`config.mk`:
```
export PLATFORM = sky130hd
export DESIGN_NAME = seg_xlate
export DESIGN_NICKNAME = d
export VERILOG_FILES = /design/src/rtl/seg_xlate_pkg.sv /design/src/rtl/seg_xlate_table.sv /design/src/rtl/seg_xlate_eval.sv /design/src/rtl/seg_xlate.sv
export SDC_FILE = /design/constraint.sdc
export NUM_CORES = 1
export LEC_CHECK = 0
export ABC_AREA = 1
export BUFFER_PORTS_ARGS = -buffer_cell sky130_fd_sc_hd__buf_2
export CORE_MARGIN = 2
export CORE_UTILIZATION = 38
export DETAILED_ROUTE_END_ITERATION = 10
export PLACE_DENSITY_LB_ADDON = 0.12
export SKIP_LAST_GASP = 1
export SLEW_MARGIN = 0
export SYNTH_ARGS = -nofsm -noshare
export SYNTH_HDL_FRONTEND = slang
export SYNTH_SLANG_ARGS = --single-unit
export TNS_END_PERCENT = 50
```
`constraint.sdc`:
```
create_clock -name clk -period 2.5 [get_ports clk]
set_clock_uncertainty 0.1 [all_clocks]
set_input_delay 0.5 -clock clk [delete_from_list [all_inputs] [get_ports clk]]
set_output_delay 0.5 -clock clk [all_outputs]
set_load 0.005 [all_outputs]
```
`src/rtl/seg_xlate_pkg.sv`:
```
package seg_xlate_pkg;

   typedef enum logic [1:0] {
      ACC_READ  = 2'd0,
      ACC_WRITE = 2'd1,
      ACC_EXEC  = 2'd2,
      ACC_RSVD  = 2'd3
   } acc_kind_e;

   typedef enum logic [2:0] {
      FLT_NONE    = 3'd0,
      FLT_BOUND   = 3'd1,
      FLT_INVALID = 3'd2,
      FLT_LIMIT   = 3'd3,
      FLT_PERM    = 3'd4
   } flt_cause_e;

   localparam int PERM_W  = 3;
   localparam int PERM_RD = 0;
   localparam int PERM_WR = 1;
   localparam int PERM_EX = 2;

   function automatic logic kind_allowed(input logic [1:0] kind,
                                         input logic [PERM_W-1:0] perm);
      case (acc_kind_e'(kind))
         ACC_READ:  return perm[PERM_RD];
         ACC_WRITE: return perm[PERM_WR];
         ACC_EXEC:  return perm[PERM_EX];
         default:   return 1'b0;
      endcase
   endfunction

endpackage

```
`src/rtl/seg_xlate_table.sv`:
```
module seg_xlate_table
   import seg_xlate_pkg::*;
#(
   parameter int SEG_W  = 4,
   parameter int OFF_W  = 16,
   parameter int BASE_W = 24
) (
   input  logic              clk,
   input  logic              rst_n,
   input  logic              wr_en,
   input  logic [SEG_W-1:0]  wr_idx,
   input  logic [BASE_W-1:0] wr_base,
   input  logic [OFF_W:0]    wr_limit,
   input  logic              wr_valid,
   input  logic [PERM_W-1:0] wr_perm,
   input  logic              len_en,
   input  logic [SEG_W:0]    len_in,
   input  logic [SEG_W-1:0]  rd_idx,
   output logic [BASE_W-1:0] rd_base,
   output logic [OFF_W:0]    rd_limit,
   output logic              rd_valid,
   output logic [PERM_W-1:0] rd_perm,
   output logic [SEG_W:0]    len_q
);

   localparam int NSEG  = 1 << SEG_W;
   localparam int LIM_W = OFF_W + 1;

   logic [BASE_W-1:0] base_a  [NSEG];
   logic [LIM_W-1:0]  limit_a [NSEG];
   logic              valid_a [NSEG];
   logic [PERM_W-1:0] perm_a  [NSEG];

   for (genvar g = 0; g < NSEG; g++) begin : g_ent
      logic              hit;
      logic [BASE_W-1:0] base_r;
      logic [LIM_W-1:0]  limit_r;
      logic              valid_r;
      logic [PERM_W-1:0] perm_r;

      assign hit = wr_en && (wr_idx == SEG_W'(g));

      always_ff @(posedge clk or negedge rst_n) begin
         if (!rst_n) begin
            base_r  <= '0;
            limit_r <= '0;
            valid_r <= 1'b0;
            perm_r  <= '0;
         end else if (hit) begin
            base_r  <= wr_base;
            limit_r <= wr_limit;
            valid_r <= wr_valid;
            perm_r  <= wr_perm;
         end
      end

      assign base_a[g]  = base_r;
      assign limit_a[g] = limit_r;
      assign valid_a[g] = valid_r;
      assign perm_a[g]  = perm_r;
   end

   always_ff @(posedge clk or negedge rst_n) begin
      if (!rst_n)      len_q <= '0;
      else if (len_en) len_q <= len_in;
   end

   assign rd_base  = base_a[rd_idx];
   assign rd_limit = limit_a[rd_idx];
   assign rd_valid = valid_a[rd_idx];
   assign rd_perm  = perm_a[rd_idx];

endmodule

```
`src/rtl/seg_xlate_eval.sv`:
```
module seg_xlate_eval
   import seg_xlate_pkg::*;
#(
   parameter int SEG_W  = 4,
   parameter int OFF_W  = 16,
   parameter int BASE_W = 24
) (
   input  logic [SEG_W-1:0]  seg,
   input  logic [OFF_W-1:0]  off,
   input  logic [1:0]        kind,
   input  logic [SEG_W:0]    len,
   input  logic [BASE_W-1:0] ent_base,
   input  logic [OFF_W:0]    ent_limit,
   input  logic              ent_valid,
   input  logic [PERM_W-1:0] ent_perm,
   output logic [2:0]        cause,
   output logic [BASE_W-1:0] paddr
);

   logic [BASE_W-1:0] off_ext;
   flt_cause_e        cause_e;

   if (BASE_W == OFF_W) begin : g_same_w
      assign off_ext = off;
   end else begin : g_zext
      assign off_ext = {{(BASE_W-OFF_W){1'b0}}, off};
   end

   always_comb begin
      if ({1'b0, seg} >= len)               cause_e = FLT_BOUND;
      else if (!ent_valid)                  cause_e = FLT_INVALID;
      else if ({1'b0, off} >= ent_limit)    cause_e = FLT_LIMIT;
      else if (!kind_allowed(kind, ent_perm)) cause_e = FLT_PERM;
      else                                  cause_e = FLT_NONE;
   end

   assign cause = cause_e;
   assign paddr = (cause_e == FLT_NONE) ? (ent_base + off_ext) : '0;

endmodule

```
`src/rtl/seg_xlate.sv`:
```
module seg_xlate
   import seg_xlate_pkg::*;
#(
   parameter int SEG_W  = 4,
   parameter int OFF_W  = 16,
   parameter int BASE_W = 24
) (
   input  logic              clk,
   input  logic              rst_n,
   input  logic              tbl_we,
   input  logic [SEG_W-1:0]  tbl_idx,
   input  logic [BASE_W-1:0] tbl_base,
   input  logic [OFF_W:0]    tbl_limit,
   input  logic              tbl_valid,
   input  logic [2:0]        tbl_perm,
   input  logic              len_we,
   input  logic [SEG_W:0]    len_val,
   input  logic              req_valid,
   input  logic [SEG_W-1:0]  req_seg,
   input  logic [OFF_W-1:0]  req_off,
   input  logic [1:0]        req_kind,
   output logic              rsp_valid,
   output logic [2:0]        rsp_cause,
   output logic [BASE_W-1:0] rsp_paddr
);

   if (SEG_W < 1 || SEG_W > 8) begin : g_bad_seg_w
      $error("seg_xlate: SEG_W must lie in 1..8");
   end
   if (OFF_W < 1 || BASE_W < OFF_W) begin : g_bad_off_w
      $error("seg_xlate: need 1 <= OFF_W <= BASE_W");
   end

   logic [BASE_W-1:0] ent_base;
   logic [OFF_W:0]    ent_limit;
   logic              ent_valid;
   logic [PERM_W-1:0] ent_perm;
   logic [SEG_W:0]    len_q;
   logic [2:0]        ev_cause;
   logic [BASE_W-1:0] ev_paddr;

   seg_xlate_table #(.SEG_W(SEG_W), .OFF_W(OFF_W), .BASE_W(BASE_W)) u_table (
      .clk      (clk),
      .rst_n    (rst_n),
      .wr_en    (tbl_we),
      .wr_idx   (tbl_idx),
      .wr_base  (tbl_base),
      .wr_limit (tbl_limit),
      .wr_valid (tbl_valid),
      .wr_perm  (tbl_perm),
      .len_en   (len_we),
      .len_in   (len_val),
      .rd_idx   (req_seg),
      .rd_base  (ent_base),
      .rd_limit (ent_limit),
      .rd_valid (ent_valid),
      .rd_perm  (ent_perm),
      .len_q    (len_q)
   );

   seg_xlate_eval #(.SEG_W(SEG_W), .OFF_W(OFF_W), .BASE_W(BASE_W)) u_eval (
      .seg       (req_seg),
      .off       (req_off),
      .kind      (req_kind),
      .len       (len_q),
      .ent_base  (ent_base),
      .ent_limit (ent_limit),
      .ent_valid (ent_valid),
      .ent_perm  (ent_perm),
      .cause     (ev_cause),
      .paddr     (ev_paddr)
   );

   always_ff @(posedge clk or negedge rst_n) begin
      if (!rst_n) begin
         rsp_valid <= 1'b0;
         rsp_cause <= '0;
         rsp_paddr <= '0;
      end else begin
         rsp_valid <= req_valid;
         rsp_cause <= req_valid ? ev_cause : 3'd0;
         rsp_paddr <= req_valid ? ev_paddr : '0;
      end
   end

endmodule

```
**Word level (Yosys, flattened, before mapping)**

Cells that the tools add are included.

- Add/sub/neg operators: 1
- Multipliers: 0
- Divide/modulo/power cells: 0
- Magnitude comparators: 3
- Eq/ne operators: 17
- Shift-type cells: 0
- Muxes and demuxes: 23
- Bitwise logic cells: 1
- Reductions and logical operators: 19

Operators by type and width:

| cell | number |
|---|---|
| 24-bit binary-select mux with 4-bit select | 1 |
| 24-bit two-way mux | 4 |
| 17-bit binary-select mux with 4-bit select | 1 |
| 17-bit two-way mux | 2 |
| 4-bit == test, second input constant | 8 |
| 24-bit by 16-bit adder with 24-bit output | 1 |
| 3-bit two-way mux | 7 |
| 16-bit by 17-bit greater-or-equal comparator with 1-bit output | 1 |
| 4-bit by 3-bit == test with 1-bit output, second input constant | 4 |
| 1-bit logical AND | 16 |
| 3-bit binary-select mux with 4-bit select | 1 |
| 4-bit by 2-bit == test with 1-bit output, second input constant | 2 |
| 4-bit by 5-bit greater-or-equal comparator with 1-bit output | 1 |
| 5-bit greater-or-equal comparator, second input constant | 1 |
| 1-bit two-way mux | 5 |
| 4-bit NOT with 5-bit output | 1 |
| 1-bit binary-select mux with 4-bit select | 1 |
| 4-bit by 1-bit == test with 1-bit output, second input constant | 1 |
| 4-bit zero test | 1 |
| 3-bit zero test | 1 |
| 1-bit one-hot mux with 3 select lines | 1 |
| 2-bit by 1-bit == test with 1-bit output, second input constant | 1 |
| 2-bit == test, second input constant | 1 |
| 2-bit zero test | 1 |

- Register bits after elaboration: 753
- Latch bits: 0
- RAM bits: 0
- ROM bits: 0
- Input port bits: 81
- Output and inout port bits: 28
- Word-level logic and storage cells: 132
- Memories kept: 0

**Depth between registers and ports, before layout**

Gate-level depths: netlist of run 1.

- Depth after elaboration: 15
- Depth in mapped cells: 29
- Gate-level depth less buffers: 22

**Cells and area by module**

Synthesis of run 1 repeated with hierarchy kept, for this count alone.

- Cell total of the unflattened synthesis: 5,090
- Area total of the unflattened synthesis: 38,046.5 um^2

Modules (own cells, without submodules):

| module | times used | cells an instance | area each (um^2) | seq. area each (um^2) |
|---|---|---|---|---|
| seg_xlate_table | 1 | 4,568 | 34,748.3 | 18,142.4 |
| seg_xlate_eval | 1 | 437 | 2,361.0 | 0.0 |
| seg_xlate | 1 | 85 | 937.1 | 700.7 |

**Worst setup path before layout of run 1**

Ideal clock, no wire load.

- Kind: input to register
- Start: in req_seg[0]
- End: reg rsp_paddr[14]
- Setup time: 0.120 ns
- Data arrival time: 3.285 ns
- Data required time: 2.280 ns
- Setup slack: -1.005 ns
- Cell stages on the path: 19
- Path buffers: 6
- Path through: buf_6 buf_4 buf_4 buf_4 buf_2 buf_2 nor2_1 o22ai_1 o211ai_1 nand2_1 ha_1 fa_1 nand3_1 nand2_1 a21oi_1 o211ai_1 a21oi_1 xor2_1 nor2_2

- Cells in the longest elaborated chain, start to end: 15
- Elaborated cells between the ends (all ways): 27
- Those cells by class: 1 x add/sub; 2 x order compare; 22 x mux; 1 x bitwise; 1 x reduce/logical

RTL lines:

| what | line | source |
|---|---|---|
| start: declaration | seg_xlate.sv:19 | `input logic [SEG_W-1:0] req_seg,` |
| parallel branches: the longest is 13 deep, another holds 16-bit by 17-bit greater-or-equal comparator with 1-bit output | -- |  |
| 24-bit two-way mux (*) | seg_xlate_eval.sv:38 | `assign paddr = (cause_e == FLT_NONE) ? (ent_base + off_ext) : '0;` |
| 24-bit two-way mux (*) | seg_xlate.sv:82 | `rsp_paddr <= req_valid ? ev_paddr : '0;` |
| end signal: assignment | seg_xlate.sv:82 |  |
| end: declaration | seg_xlate.sv:24 | `output logic [BASE_W-1:0] rsp_paddr` |

Mark *: on every way between the ends. The select of a mux whose other input is x is not followed.
A chain may end at the register's enable or synchronous reset.

**Final worst setup path of run 1**

- Start: in req_seg[0]
- End: reg rsp_paddr[17]

Same word-level chain as after synthesis.

==> flow_summary.toml, run 1 <==
[die]
io_pins = 109
core_um2 = 89700
die_area_um2 = 92600
die_w_um = 304
fp-row-count = 110
initial_utilization_pct = 38.2
die_h_um = 304

[yosys]
synth_most_common_cell = "o21ai_0"
synth_edf_count = 0
synth.avg_cell_area_um2 = 8.52
synth_cells = 4023
synth_largest_area_cell = "dfrtp_1"
yosys_most_used_dff = "dfrtp_1"
synth_top_area_share_pct = 55.0
netlist_top_cells_area = "dfrtp_1 (55%), o21ai_0 (15%), nand2_1 (10%)"
ys_seq_area_share_pct = 55.0
synth_area_um2 = 34300
synthDistinctLibCells = 42
synthArstFlopShare_pct = 100
syn_nets = 4141
synth_seq_cells = 753
yosysWarnings = 0
synthTopCellsByCount = "o21ai_0 (1,030), nand2_1 (929), dfrtp_1 (753), nor2_1 (376), clkbuf_1 (258)"

[detailed_routing]
dr.pass1.iters = 5
ant_nets = 0
drt-wirelength-per-cell_um = 21.4
dr_total_vias = 29100
routed_wl_mm = 116
drt-initial-drc-count = 2759
avgViaCountPerCell = 5.37
drcViolationCount = 0

[setup_path]
critical_path_class = "in2reg"
crit_top_cell = "nand2_1"
cpPeakStageDelay_ns = 0.38
cp_data_arrival_time_ns = 3.18
cpMaxStageDelayCell = "ha_1"
crit_chain = "buf_8 > buf_6 > bufbuf_16 > o21ai_0 > o22ai_1 > o211ai_1 > nand2_1 > ha_1 > nand2_1 > nand2_1 > nand3_1 > a21oi_1 > nor2_1 > nand2_1 > nand4_1 > nand3_2 > xnor2_1 > nor2_1"
start_kind = "input port"
critPathCaptureType = "register"
crit_fanout = 20
reg2reg_depth = 20
worstPathRequired_ns = 2.93

[outcome]
violations = "negative setup slack"
status = "complete, but fails checks"

[grt]
grt_pass1_vias = 28300
antenna_found_initial = 5
grt_pass1_wl_mm = 179
grtUsageTotal_pct = 25.1
grt_overflow_total = 0
grt_max_degree = 91

[timing]
holdWs_ns = 0.0544
fmax_mhz = 363
final.period_utilization_pct = 110
hold_viol_final = 0
max_slew_margin_pct = 42.2
worst_pin_slew_ns = 0.866
grt_setup_unrepaired = "true"
min_period_ns = 2.76
final.setup.worst_slack_ns = -0.256
drv_slew = 0
fin_tns_setup_ns = -5.51
setup_viol = 25

[power]
p_leak_nw = 19.4
irDropWorstVdd_v = 0.000465
powerDensity_nw_per_um2 = 833

[cts]
clk_latency_ns = 0.66
cts_tree = "done"
cts.path.max_buffers = 3
cts_buffers = 86
cts.clk_slew.worst_paths_ns = 0.06
cts_max_level = 3
clk_root_buffer_cell = "clkbuf_16"
clkSinkCount = 753
cts_setup_buffers = 0

[place]
port_buffers = 108
placed_area_um2 = 38100
place_congestion = 0.812
dp_hpwl_mm = 71.7
place_inst = 5248
place_ws_ns = -1.06

[job]
max-cap-violations = 0

[finish]
area.growth.synth_to_final_pct = 20.7
instances_no_fill = 5414
layout-drive-gt1-share_pct = 15.0
final_cell_area_um2 = 41400
nNetsFinal = 4290

[hold_path]
worstHoldPathType = "in2reg"
hold_path_depth = 2
through the flow:
step / utilization, % / power (mW)
after floorplan: - / 19.3
after global placement: 42.4 / 21.6
after detailed placement: 42.4 / 21.7
after CTS: 45.8 / 34.7
after global routing: 46.1 / 36.5
final: 46.1 / 34.5
cell type report:
class | instances | area (um2)
timing repair buffer | 402 | 3860
clock buffer | 121 | 2440
sequential | 753 | 18800
antenna | 1 | 2.50
multi-input combinational | 2820 | 13900
clock inverter | 32 | 387
inverter | 109 | 443
tap | 1176 | 1470
fill | 8921 | 48400
routing by layer:
layer / vias up / global-route usage [%] / part of all wire, % / wire [um]
li1: 13900 / - / - / -
met1: 14400 / 36.2 / 47 / 54600
met2: 711 / 39.3 / 45 / 52500
met3: 144 / 3.75 / 4.8 / 5550
met4: 0 / 7.01 / 2.6 / 3060
met5: - / 0 / 0 / 0
critical path, delay by kind of cell:
kind / cells / cell delay (ns)
simple gates: 9 / 0.94
compound gates: 4 / 0.61
xor+xnor: 1 / 0.14
buf+inv: 3 / 0.59
fa+ha+maj: 1 / 0.38
registers in the layout (all words and copies together), names as in the netlist:
name / count
u_table.g_ent.valid_r: 16
rsp_valid: 1
u_table.g_ent.perm_r: 48
u_table.g_ent.limit_r: 272
rsp_paddr: 24
u_table.g_ent.base_r: 384
u_table.len_q: 5
rsp_cause: 3
layout by cell type (no fill, tap or decap), types with 29 or more instances in the layout:
master | netlist | layout
buf_12 | 0 | 71
buf_2 | 46 | 103
buf_4 | 17 | 202
clkbuf_16 | 0 | 89
dfrtp_1 | 753 | 753
inv_1 | 103 | 102
nand2_1 | 929 | 901
nand3_1 | 133 | 126
nor2_1 | 376 | 370
o211ai_1 | 53 | 53
o21ai_0 | 1030 | 1003
o21ai_1 | 22 | 46
o221ai_1 | 107 | 107
o22ai_1 | 30 | 29
power breakdown:
group / internal (mW) / total [mW] / switching [mW]
Sequential: 14.6 / 15.9 / 1.29
Combinational: 2.46 / 5.80 / 3.34
Clock: 7.46 / 12.8 / 5.31
timing repair:
| action | 4_1_cts | 5_1_grt |
|---|---|---|
| pin swaps | 11 | 20 |
| resized for setup | 29 | 55 |
| hold endpoints to repair | 95 | 0 |
| cloned | 2 | 3 |
| hold buffers | 7 | 0 |
| endpoints found under the setup margin | 27 | 27 |
final timing paths:
| path | slack, ns | endpoint | startpoint |
|---|---|---|---|
| setup / recovery | -0.26 | rsp_paddr[17] | req_seg[0] |
| hold / removal | 0.05 | u_table.len_q[1] | len_we |
| setup reg to reg | -0.24 | rsp_paddr[4] | u_table.g_ent[7].limit_r[10] |
| hold reg to reg | 0.38 | u_table.g_ent[9].base_r[9] | u_table.g_ent[9].base_r[9] |
| max in group asynchronous | 1.24 | u_table.g_ent[4].limit_r[3] | rst_n |
| min in group asynchronous | 0.24 | u_table.g_ent[4].base_r[9] | rst_n |
cells by family (layout without fill, tap and decap cells):
| group | after synthesis | after routing | share of synthesized area, % |
|---|---|---|---|
| buffers and inverters | 450 | 664 | 5.63 |
| muxes | 1 | 1 | 0.0329 |
| DFF | 753 | 753 | 55.0 |
| xor gates and xnor gates | 16 | 16 | 0.409 |
| adders and majority gates | 37 | 37 | 1.37 |
| and+or+nand+nor | 1480 | 1480 | 17.0 |
| other | 0 | 1 | 0 |
| AOI/OAI and AO/OA | 1286 | 1286 | 20.5 |
No activity file was read; power rests on OpenSTA's default activity.
==> run 2: changes to the inputs <==
--- a/config.mk
+++ b/config.mk
@@ -9,6 +9,7 @@
 export BUFFER_PORTS_ARGS = -buffer_cell sky130_fd_sc_hd__buf_2
 export CORE_MARGIN = 2
 export CORE_UTILIZATION = 38
+export CTS_CLUSTER_SIZE = 30
 export DETAILED_ROUTE_END_ITERATION = 10
 export PLACE_DENSITY_LB_ADDON = 0.12
 export SKIP_LAST_GASP = 1
==> constraint.sdc (replaced) <==
create_clock -name clk -period 2.5 [get_ports clk]
set_clock_uncertainty 0.1 [all_clocks]
set_input_delay 0.125 -clock clk [delete_from_list [all_inputs] [get_ports clk]]
set_output_delay 0.125 -clock clk [all_outputs]
set_load 0.005 [all_outputs]
==> run 2 against run 1 <==
The flow still finishes with violations (negative setup slack); via count grew 0.31%; utilization grew 0.94 points; combinational power grew 2%.
==> flow_summary.toml, run 2 (same netlist as run 1, synthesis figures left out) <==
[place]
port_buffers = 108
dp_hpwl_mm = 71.7
place_congestion = 0.817

[timing]
drv_slew = 0
fmax_mhz = 360
fin_tns_setup_ns = -6.47
worst_pin_slew_ns = 0.611
hold_viol_final = 0
final.setup.worst_slack_ns = -0.281
holdWs_ns = 0.00912
max_slew_margin_pct = 59.2
min_period_ns = 2.78
grt_setup_unrepaired = "true"
setup_viol = 27
final.period_utilization_pct = 111

[power]
seq_power_share_pct = 44.9
comb_power_share_pct = 16.7
p_leak_nw = 19.7
p_clk_share_pct = 38.4
switching_power_mw = 10.1
power.internal_mw = 25.4
swShare_pct = 28.3
powerDensity_nw_per_um2 = 841
irDropWorstVdd_v = 0.000495

[setup_path]
cpLargestDelayFamily = "simple AND/OR/NAND/NOR gates"
crit_fanout = 8
path_depth = 20
cp_data_arrival_time_ns = 3.26
crit_buf_inv = 4
cpPeakStageDelay_ns = 0.38
cpMaxStageDelayCell = "dfrtp_1"
start_kind = "register"
crit_chain = "nor2_1 > o22ai_1 > o211ai_1 > nand2_1 > inv_2 > ha_4 > buf_6 > a21oi_2 > o21a_1 > nand3_2 > nand2_1 > nand2_1 > nand2_1 > nand2_2 > nand2_2 > nand2_4 > nor2_4 > clkinv_4 > buf_12 > nor2_2"
critPathCaptureType = "register"
critical_path_class = "reg2reg"
reg2reg_depth = 20
worstPathRequired_ns = 2.97
crit_top_cell = "nand2_1"

[detailed_routing]
drt-initial-drc-count = 2854
drt-wirelength-per-cell_um = 21.0
ant_nets = 0
dr_total_vias = 29200
drcViolationCount = 0
routed_wl_mm = 115
avgViaCountPerCell = 5.32
dr.pass1.iters = 6

[finish]
layout-drive-gt1-share_pct = 15.3
multi_input_area_um2 = 14100
largest_register_ffs = 384
regMostFlops = "u_table.g_ent.base_r"
layout_commonest_cell = "o21ai_0"
area.growth.synth_to_final_pct = 23.1
most-common-layout-cells = "o21ai_0 (985), nand2_1 (899), dfrtp_1 (753)"
largest_registers = "u_table.g_ent.base_r (384), u_table.g_ent.limit_r (272), u_table.g_ent.perm_r (48)"
nNetsFinal = 4352
fillers = 8764
regArea_um2 = 18800

[grt]
antenna_found_initial = 5
grtUsageTotal_pct = 25.1
grt_pass1_wl_mm = 179
grt_pass1_vias = 28700
grt_overflow_total = 0
grt_max_degree = 98

[die]
core_um2 = 89700
fp-row-count = 110
die_area_um2 = 92600
initial_utilization_pct = 38.2
die_w_um = 304
die_h_um = 304
io_pins = 109

[cts]
cts_tree = "done"
cts.clk_slew.worst_paths_ns = 0.06
cts_max_level = 3
clkSinkCount = 753
clk_root_buffer_cell = "clkbuf_16"
cts_buffers = 88
cts.path.max_buffers = 3
clk_latency_ns = 0.65

[job]
max-cap-violations = 0

[hold_path]
worstHoldPathType = "in2reg"
hold_path_depth = 3

[outcome]
violations = "negative setup slack"
status = "complete, but fails checks"
-- run 2: worst reg2reg max path: stages, from the launching register on --
cell	delay, ns
dfrtp_1	0.38
nor2_1	0.15
o22ai_1	0.08
o211ai_1	0.16
nand2_1	0.12
inv_2	0.08
ha_4	0.20
buf_6	0.11
a21oi_2	0.10
o21a_1	0.19
nand3_2	0.09
nand2_1	0.06
nand2_1	0.05
nand2_1	0.08
nand2_2	0.08
nand2_2	0.09
nand2_4	0.08
nor2_4	0.13
clkinv_4	0.12
buf_12	0.17
nor2_2	0.08
-- run 2: power groups by stage --
stage / clock (mW) / combinational (mW) / sequential (mW)
after floorplan: 0 / 3.66 / 15.7
after detailed placement: 0 / 5.69 / 16.0
after global placement: 0 / 5.57 / 16.1
final: 13.6 / 5.94 / 15.9
after global routing: 14.4 / 6.85 / 16.2
after CTS: 13.9 / 5.87 / 15.9
-- run 2: timing repair --
item                                    in CTS  in global routing
endpoints found under the hold margin     1460                  0
hold buffers                                64                  0
gates resized for setup                     49                 71
setup buffers                                3                  7
gates cloned                                 1                  0
pin swaps                                   37                 54
endpoints found under the setup margin      27                 27
-- run 2: final timing paths --
kind                                               from                     endpoint  slack, ns
hold reg to reg              u_table.g_ent[6].base_r[9]   u_table.g_ent[6].base_r[9]       0.38
max in group asynchronous                         rst_n  u_table.g_ent[2].limit_r[4]       1.62
setup reg to reg           u_table.g_ent[0].limit_r[10]                rsp_paddr[16]      -0.28
setup / recovery           u_table.g_ent[0].limit_r[10]                rsp_paddr[16]      -0.28
hold / removal                              tbl_base[0]   u_table.g_ent[1].base_r[0]      0.009
min in group asynchronous                         rst_n   u_table.g_ent[7].base_r[7]       0.09
-- run 2: layer usage --
metal / up-vias / wire, um / track usage (%)
li1: 14000 / - / -
met1: 14200 / 54300 / 36.0
met2: 765 / 52000 / 39.5
met3: 172 / 5750 / 3.40
met4: 0 / 3220 / 7.36
met5: - / 0 / 0
-- run 2: metrics by stage --
| step | utilization [%] | worst slack (ns) | area, um2 | power (mW) | instances |
|---|---|---|---|---|---|
| floorplan | - | -0.477 | 34400 | 19.3 | 4023 |
| finish | 47.0 | -0.281 | 42200 | 35.5 | 5482 |
| CTS | 46.7 | -0.192 | 41900 | 35.6 | 5473 |
| global route | 47.0 | -0.390 | 42200 | 37.4 | 5481 |
| detailed placement | 42.3 | -0.686 | 38000 | 21.7 | 5245 |
| global placement | 42.3 | -0.706 | 38000 | 21.6 | 5245 |
-- run 2: layout make-up --
type	count	area share [%]
Tap cell	1176	3.49
Clock inverter	29	1.08
Clock buffer	131	6.20
Inverter	109	1.03
Antenna cell	2	0.0119
Sequential cell	753	44.7
Timing Repair Buffer	462	10.2
Multi-Input combinational cell	2820	33.3
